`config.mk`:
```
export PLATFORM = sky130hd
export DESIGN_NAME = chan_ram_bridge
export DESIGN_NICKNAME = d
export VERILOG_FILES = /design/src/rtl/chan_ram_bridge.sv
export SDC_FILE = /design/constraint.sdc
export NUM_CORES = 1
export LEC_CHECK = 0
export BUFFER_PORTS_ARGS = -buffer_cell sky130_fd_sc_hd__buf_2
export CORE_ASPECT_RATIO = 1.25
export CORE_MARGIN = 4
export CORE_UTILIZATION = 60
export CTS_CLUSTER_DIAMETER = 80
export DETAILED_ROUTE_END_ITERATION = 8
export GPL_TIMING_DRIVEN = 0
export PLACE_DENSITY = 0.76
export SLEW_MARGIN = 25
export SYNTH_ARGS = -nofsm -noshare
export SYNTH_HDL_FRONTEND = slang
export SYNTH_SLANG_ARGS = --single-unit
export TNS_END_PERCENT = 10
```
`constraint.sdc`:
```
create_clock -name clk -period 3.2 [get_ports clk]
set_input_delay 0.48 -clock clk [delete_from_list [all_inputs] [get_ports clk]]
set_output_delay 0.48 -clock clk [all_outputs]
set_load 0.03 [all_outputs]
```
`src/rtl/chan_ram_bridge.sv`:
```
module chan_ram_bridge #(
  parameter int AW       = 5,
  parameter int SHORT_CH = 24
) (
  input  logic          clk,
  input  logic          rst_n,
  input  logic          fp_n,
  input  logic          ch32,
  input  logic          cpu_en,
  input  logic          cpu_we,
  input  logic          cpu_bank,
  input  logic [AW-1:0] cpu_addr,
  input  logic [7:0]    cpu_wdata,
  output logic [7:0]    cpu_rdata,
  output logic          busy,
  input  logic          ser_in,
  output logic          ser_out0,
  output logic          ser_out1
);
  localparam int SLOTS = 1 << AW;
  localparam logic [AW-1:0] LAST_SHORT = AW'(SHORT_CH - 1);

  logic [AW+3:0] cnt;
  logic [AW-1:0] slot, nslot;
  logic [3:0]    ph;
  logic [7:0]    tx0 [SLOTS];
  logic [7:0]    tx1 [SLOTS];
  logic [7:0]    rx  [SLOTS];
  logic [7:0]    pre0, pre1, cur0, cur1, rsh;
  logic          fetch_ok, store_ok, cpu_wr;

  assign slot  = cnt[AW+3:4];
  assign ph    = cnt[3:0];
  assign nslot = slot + 1'b1;

  assign fetch_ok = (ph == 4'd8)  && (ch32 || nslot <= LAST_SHORT);
  assign store_ok = (ph == 4'd15) && (ch32 || slot  <= LAST_SHORT);

  assign busy = cpu_en && (cpu_we ? (fetch_ok && cpu_addr == nslot)
                                  : (store_ok && cpu_addr == slot));
  assign cpu_wr    = cpu_en && cpu_we && !busy;
  assign cpu_rdata = rx[cpu_addr];

  assign ser_out0 = cur0[~cnt[3:1]];
  assign ser_out1 = cur1[~cnt[3:1]];

  always_ff @(posedge clk) begin
    if (!rst_n)     cnt <= '0;
    else if (!fp_n) cnt <= '0;
    else            cnt <= cnt + 1'b1;
  end

  always_ff @(posedge clk) begin
    if (cpu_wr && !cpu_bank) tx0[cpu_addr] <= cpu_wdata;
    if (cpu_wr &&  cpu_bank) tx1[cpu_addr] <= cpu_wdata;
    if (store_ok)            rx[slot]      <= {rsh[6:0], ser_in};
  end

  always_ff @(posedge clk) begin
    if (!rst_n) begin
      rsh  <= '0;
      pre0 <= 8'hFF;
      pre1 <= 8'hFF;
      cur0 <= 8'hFF;
      cur1 <= 8'hFF;
    end else begin
      if (ph[0]) rsh <= {rsh[6:0], ser_in};
      if (ph == 4'd8) begin
        pre0 <= fetch_ok ? tx0[nslot] : 8'hFF;
        pre1 <= fetch_ok ? tx1[nslot] : 8'hFF;
      end
      if (ph == 4'd15) begin
        cur0 <= pre0;
        cur1 <= pre1;
      end
    end
  end

  assert_frame_sync_R1: assert property (@(posedge clk) disable iff (!rst_n)
    !fp_n |=> cnt == '0);

  assert_frame_wrap_R1: assert property (@(posedge clk) disable iff (!rst_n)
    (fp_n && &cnt) |=> cnt == '0);

  assert_tx0_hold_R7: assert property (@(posedge clk) disable iff (!rst_n)
    (busy && cpu_we && !cpu_bank) |=> tx0[$past(cpu_addr)] == $past(tx0[cpu_addr]));

  assert_tx1_hold_R7: assert property (@(posedge clk) disable iff (!rst_n)
    (busy && cpu_we && cpu_bank) |=> tx1[$past(cpu_addr)] == $past(tx1[cpu_addr]));

  assert_rx_store_R5: assert property (@(posedge clk) disable iff (!rst_n)
    store_ok |=> rx[$past(slot)] == $past({rsh[6:0], ser_in}));

  assert_blank_fill_R6: assert property (@(posedge clk) disable iff (!rst_n)
    (ph == 4'd8 && !fetch_ok) |=> (pre0 == 8'hFF && pre1 == 8'hFF));

  assert_busy_idle_R9: assert property (@(posedge clk) disable iff (!rst_n)
    !cpu_en |-> !busy);
endmodule

```
# [Yosys cells after proc, flatten, opt, wreduce, memory -nomap -nowiden]
# Memories as Yosys holds them, arrays and structs flattened.
# Index checks and enable logic that the tools add are counted.
[word_totals] register_bits=48 latch_bits=0 mem_bits_rw=768 mem_bits_ro=0 inputBits=21 word_cells=46 mem_count=3
[memory_table] name="rx" words=32 word_bits=8 rd=1 rd_clocked_by_memory_dff=0 write_ports=1 line_no="28" rtl="logic [7:0] rx [SLOTS];"
[memory_table] name="tx0" words=32 word_bits=8 rd=1 rd_clocked_by_memory_dff=0 write_ports=1 line_no="26" rtl="logic [7:0] tx0 [SLOTS];"
[memory_table] name="tx1" words=32 word_bits=8 rd=1 rd_clocked_by_memory_dff=0 write_ports=1 line_no="27" rtl="logic [7:0] tx1 [SLOTS];"
[classes] addsub=2 mul=0 div=0 magnitude_cmp=3 n_eq_ne=4 shift=0 muxes=13 n_bitwise=1 reduce_logical=14
[ops] operator="8-bit two-way mux" count=2
[ops] operator="5-bit == test" count=2
[ops] operator="5-bit <= comparator, second input constant" count=2
[ops] operator="9-bit by 1-bit adder with 9-bit output, second input constant" count=1
[ops] operator="1-bit logical AND" count=9
[ops] operator="1-bit two-way mux" count=9
[ops] operator="4-bit == test, second input constant" count=2
[ops] operator="1-bit binary-select mux with 3-bit select" count=2
[ops] operator="5-bit by 1-bit adder with 5-bit output, second input constant" count=1
[ops] operator="3-bit by 4-bit less-than comparator with 1-bit output, second input constant" count=1
[ops] operator="3-bit NOT" count=1
[ops] operator="1-bit zero test" count=2
[ops] operator="1-bit logical OR" count=2
[ops] operator="2-bit AND reduction" count=1

# [Logic depth before layout (Yosys ltp)]
[logic_depth] word_depth=12 depth_mapped=10

# [Least setup slack after synthesis]
# OpenSTA, ideal clock, no wires.
[synth_path] path_type="flip-flop to output port" from="register cnt[4]" to="output port busy" t_arrival_ps=2296 required_ps=2720 slack_ps=424 stages_incl_launch_ff=10 n_path_buf=2 cell_sequence="dfxtp_1 buf_2 inv_1 ha_1 clkbuf_1 xor2_1 a211oi_1 nand3_2 nor4_1 o21a_1"
[synth_via] elab_chain_cells=7 elab_cells_between_ends=13
[synth_rtl] item="from (decl)" line_no="23" rtl="logic [AW+3:0] cnt;"
[synth_rtl] item="from (signal assigned)" line_no="50" rtl="else cnt <= cnt + 1'b1;"
[synth_rtl] item="5-bit by 1-bit adder with 5-bit output" line_no="34" rtl="assign nslot = slot + 1'b1;"
[synth_rtl] item="5-bit <= comparator" line_no="36" rtl="assign fetch_ok = (ph == 4'd8) && (ch32 || nslot <= LAST_SHORT);"
[synth_rtl] item="1-bit logical OR" line_no="36"
[synth_rtl] item="1-bit logical AND" line_no="36"
[synth_rtl] item="1-bit logical AND" line_no="39" rtl="assign busy = cpu_en && (cpu_we ? (fetch_ok && cpu_addr == nslot)"
[synth_rtl] item="1-bit two-way mux *" line_no="39"
[synth_rtl] item="1-bit logical AND *" line_no="39"
[synth_rtl] item="to (decl)" line_no="15" rtl="output logic busy,"
# Mark *: on every way between the ends. The rest lies on a longest branch, timed or not.

# [Worst setup path after layout]
# Ends and elaborated chain as after synthesis.

==> qor.tcl <==
set qor(run_status) {finished, violations left}
set qor(failed_checks) {negative setup slack}
set qor(cts-hold-fix-buffers) 0
set qor(critPathMaxFanout) 10
set qor(area_growth_syn_to_layout_pct) 13.0
set qor(core.rowCount) 94
set qor(port_buffers) 26
set qor(non_filler_instance_count_after_layout) 2631
set qor(drv_cap) 0
set qor(vias) 17200
set qor(first_global_vias) 17600
set qor(yosysSeqAreaShare_pct) 74.3
set qor(grt_overflow) 0
set qor(setup_tns_ns) -3.69
set qor(diodes) 0
set qor(final_design_area_no_fill_um2) 36500
set qor(start_kind) {flip-flop}
set qor(asyncSetResetFlopFracSynth_pct) 0
set qor(worst_ir_drop_vdd_v) 0.000511
set qor(largest_net_degree_at_the_start_of_global_routing) 65
set qor(met2WireLength_um) 38500
set qor(maxSlewViolCount) 0
set qor(worst-endpoint-arrival_ns) 2.88
set qor(post_synth_most_frequent_cells) {edfxtp_1, mux4_2, mux2i_1, nor2_1, nand3_1}
set qor(maxSlewHeadroom_pct) 38.5
set qor(highest-signal-layer) {met5}
set qor(met3RoutedLength_um) 6630
set qor(gp_congestion) 0.920
set qor(post_synth.cell_area_avg_um2) 18.7
set qor(fp.dieW_um) 216
set qor(power_leakage_nw) 11.2
set qor(min_to) {cnt[1]$_SDFF_PN0_}
set qor(reg2reg_setup_slack_ns) -0.11
set qor(hold_violations) 0
set qor(core_um2) 53000
set qor(max_freq_mhz) 297
set qor(synth.largest_area_cell) {edfxtp_1}
set qor(totalPowerFinal_mw) 21.8
set qor(routed_wl_um) 77600
set qor(skew_ns) 0.0148
set qor(criticalPathCategory) {reg2out}
set qor(synth_seq_cells) 816
set qor(m1WireLength_um) 28000
set qor(cts_tree) {done}
set qor(final_layout_size_suffix_gt1_share_pct) 25.3
set qor(cts.path.max_buffers) 3
set qor(synthMostInstantiatedCell) {edfxtp_1}
set qor(worstMarginPinSlew_ns) 0.920
set qor(ff2ff_path_depth) 11
set qor(path_clk_slew_ns) 0.06
set qor(detail-route-antenna-nets) 0
set qor(crit_slowest_cell) {dfxtp_4}
set qor(pin_count) 32
set qor(overall_fraction_of_global_route_tracks_in_use_pct) 27.2
set qor(number_of_cells_after_detailed_placement) 2480
set qor(syn_area_um2) 32300
set qor(cell_area_power_density_nw_per_um2) 596
set qor(cts_root_buf) {clkbuf_16}
set qor(finalCriticalPeriod_ns) 3.36
set qor(ys.warnings.count) 0
set qor(ys.flop_type) {edfxtp_1}
set qor(edff_count_synth) 768
set qor(routed_wire_length_per_instance_um) 29.5
set qor(worst_path_largest_cell_delay_ns) 0.39
set qor(placed_cell_area_um2) 33400
set qor(rsz_0062_raised_after_global_routing) {true}
set qor(finalWorstSetupSlack_ns) -0.163
set qor(detailedPlacementHpwl_um) 49100
set qor(critical_path.cell_chain) {buf_8 > inv_4 > ha_4 > clkbuf_16 > xor2_2 > a211oi_2 > nand3_2 > nor4_4 > o21a_1 > buf_6}
set qor(worst_setup_path_end_kind) {output port}
set qor(remaining_drc_errors) 0
set qor(min_path_type) {in2reg}
set qor(critical_path.reg2reg.endpoint) {tx1[8][6]$_DFFE_PP_}
set qor(floorplan.die_area_um2) 57700
set qor(insertion_delay_ns) 0.63
set qor(grt_first_pass_wirelength_um) 115000
set qor(fp.dieH_um) 268
set qor(first_pass_iteration_count_of_the_detailed_router) 7
set qor(post_synth_num_cell_types) 53
set qor(initial_core_util_pct) 61.0
set qor(clock_tree.htree_level_count) 3
set qor(crit_required_ns) 2.72
set qor(synthesis.nets) 1761
set qor(timing.final.crit_share_pct) 105
set qor(synthDominantCellAreaShare_pct) 71.3
set qor(min_from) {fp_n}
set qor(numCtsBuffers) 77
set qor(initialDrtViolationCount) 2183
set qor(fin_hold_ws_ns) 0.169
set qor(netlist_top_cells_area) {edfxtp_1, mux4_2, mux2i_1}
set qor(antenna_found_initial) 6
set qor(final-setup-viol-count) 97
set qor(cts_sinks) 816
set qor(postSynthCellCount) 1734
set qor(post_layout_nets) 1877
set qor(drt-vias-per-instance) 6.56
set qor(critical_path.reg2reg.startpoint) {cnt[4]$_SDFF_PN0_}
set qor(worstHoldPathCells) 2
==> cell type report <==
cell class | instances | area, µm²
buffer | 104 | 592
clock buffer | 96 | 2080
clock inverter | 44 | 543
fill | 3267 | 16500
inverter | 8 | 32.5
multi-input combinational | 806 | 8100
sequential | 816 | 24000
tap | 720 | 901
timing repair buffer | 37 | 264
==> per-stage QoR <==
step | utilization, % | worst slack (ns)
global placement | 62.9 | -1.15
global route | 68.9 | -0.227
floorplan | - | 0.424
CTS | 68.5 | -0.189
detailed placement | 63.0 | -1.21
finish | 68.9 | -0.163
==> how the worst max path moves through the flow <==
| stage | cells after the start | endpoint | slack (ns) | start |
|---|---|---|---|---|
| after floorplan | 9 | busy | 0.42 | cnt[4]$_SDFF_PN0_ |
| after global placement | 10 | tx1[27][2]$_DFFE_PP_ | -1.15 | cnt[4]$_SDFF_PN0_ |
| after detailed placement | 10 | tx1[31][2]$_DFFE_PP_ | -1.21 | cnt[4]$_SDFF_PN0_ |
| after CTS | 10 | busy | -0.19 | cnt[4]$_SDFF_PN0_ |
| after global routing | 8 | busy | -0.23 | cnt[4]$_SDFF_PN0_ |
| final | 10 | busy | -0.16 | cnt[4]$_SDFF_PN0_ |
==> placed cells by master (no fill, tap or decap), types with 3 or more instances in the layout <==
master,n
and3_1,5
o32ai_1,16
o311ai_4,4
mux2i_1,120
a21oi_1,20
dfxtp_2,8
mux4_2,139
o21ai_1,10
a22o_1,17
nor2_2,38
nor2_1,55
buf_6,4
o22ai_1,16
bufinv_16,12
nand4_1,20
clkbuf_1,53
inv_1,7
clkinvlp_4,6
xnor2_1,8
mux2_2,42
nor2b_1,11
xor2_1,7
nor2_4,23
nand3b_1,3
buf_4,29
dfxtp_1,39
buf_12,4
edfxtp_1,768
clkinv_1,10
ha_1,5
clkbuf_2,10
clkbuf_16,82
o21ai_0,12
o32a_1,16
clkinv_2,12
nand2_1,90
buf_2,50
nand3_1,95
mux4_1,7
==> flip-flops by register name, summed over array words and instances, names as in the netlist <==
| name | cells |
|---|---|
| rsh | 7 |
| pre0 | 8 |
| cnt | 9 |
| tx0 | 256 |
| cur1 | 8 |
| pre1 | 8 |
| rx | 256 |
| tx1 | 256 |
| cur0 | 8 |
==> report_power, final <==
part | internal, mW | total, mW | leakage, nW | switching, mW
Combinational | 0.176 | 0.563 | 2.61 | 0.387
Clock | 5.62 | 9.55 | 1.27 | 3.93
Sequential | 11.6 | 11.7 | 7.37 | 0.0156
Total | 17.4 | 21.8 | 11.2 | 4.33
==> metal layers <==
layer | track usage [%] | vias up
met5 | 0 | -
met2 | 45.0 | 980
met1 | 35.0 | 8775
li1 | - | 7220
met3 | 5.41 | 264
met4 | 13.8 | 10
==> critical path: cells and delay by family (launching register included) <==
kind,cells,cell delay [ns]
XOR/XNOR,1,0.19
AO/OA/AOI/OAI,2,0.42
AND/OR/NAND/NOR,2,0.42
flip-flops,1,0.39
adder cells (fa/ha/maj),1,0.25
buffers and inverters,4,0.58
==> logic make-up (layout without fill, tap and decap cells) <==
logic type	after synthesis	after routing	share of synthesized area [%]
AOI/OAI and AO/OA	125	125	3.05
xor gates and xnor gates	17	17	0.484
adders and majority gates	6	6	0.232
buffers and inverters	112	289	1.67
DFF	816	816	74.3
muxes	308	308	15.4
and+or+nand+nor	350	350	4.87
==> repair_timing <==
item / in CTS / in global routing
gates cloned: 0 / 0
setup buffers: 9 / 2
setup endpoints to repair: 537 / 641
pin swaps: 7 / 3
gates resized for setup: 77 / 56
Power figures use the tool's default switching activity.
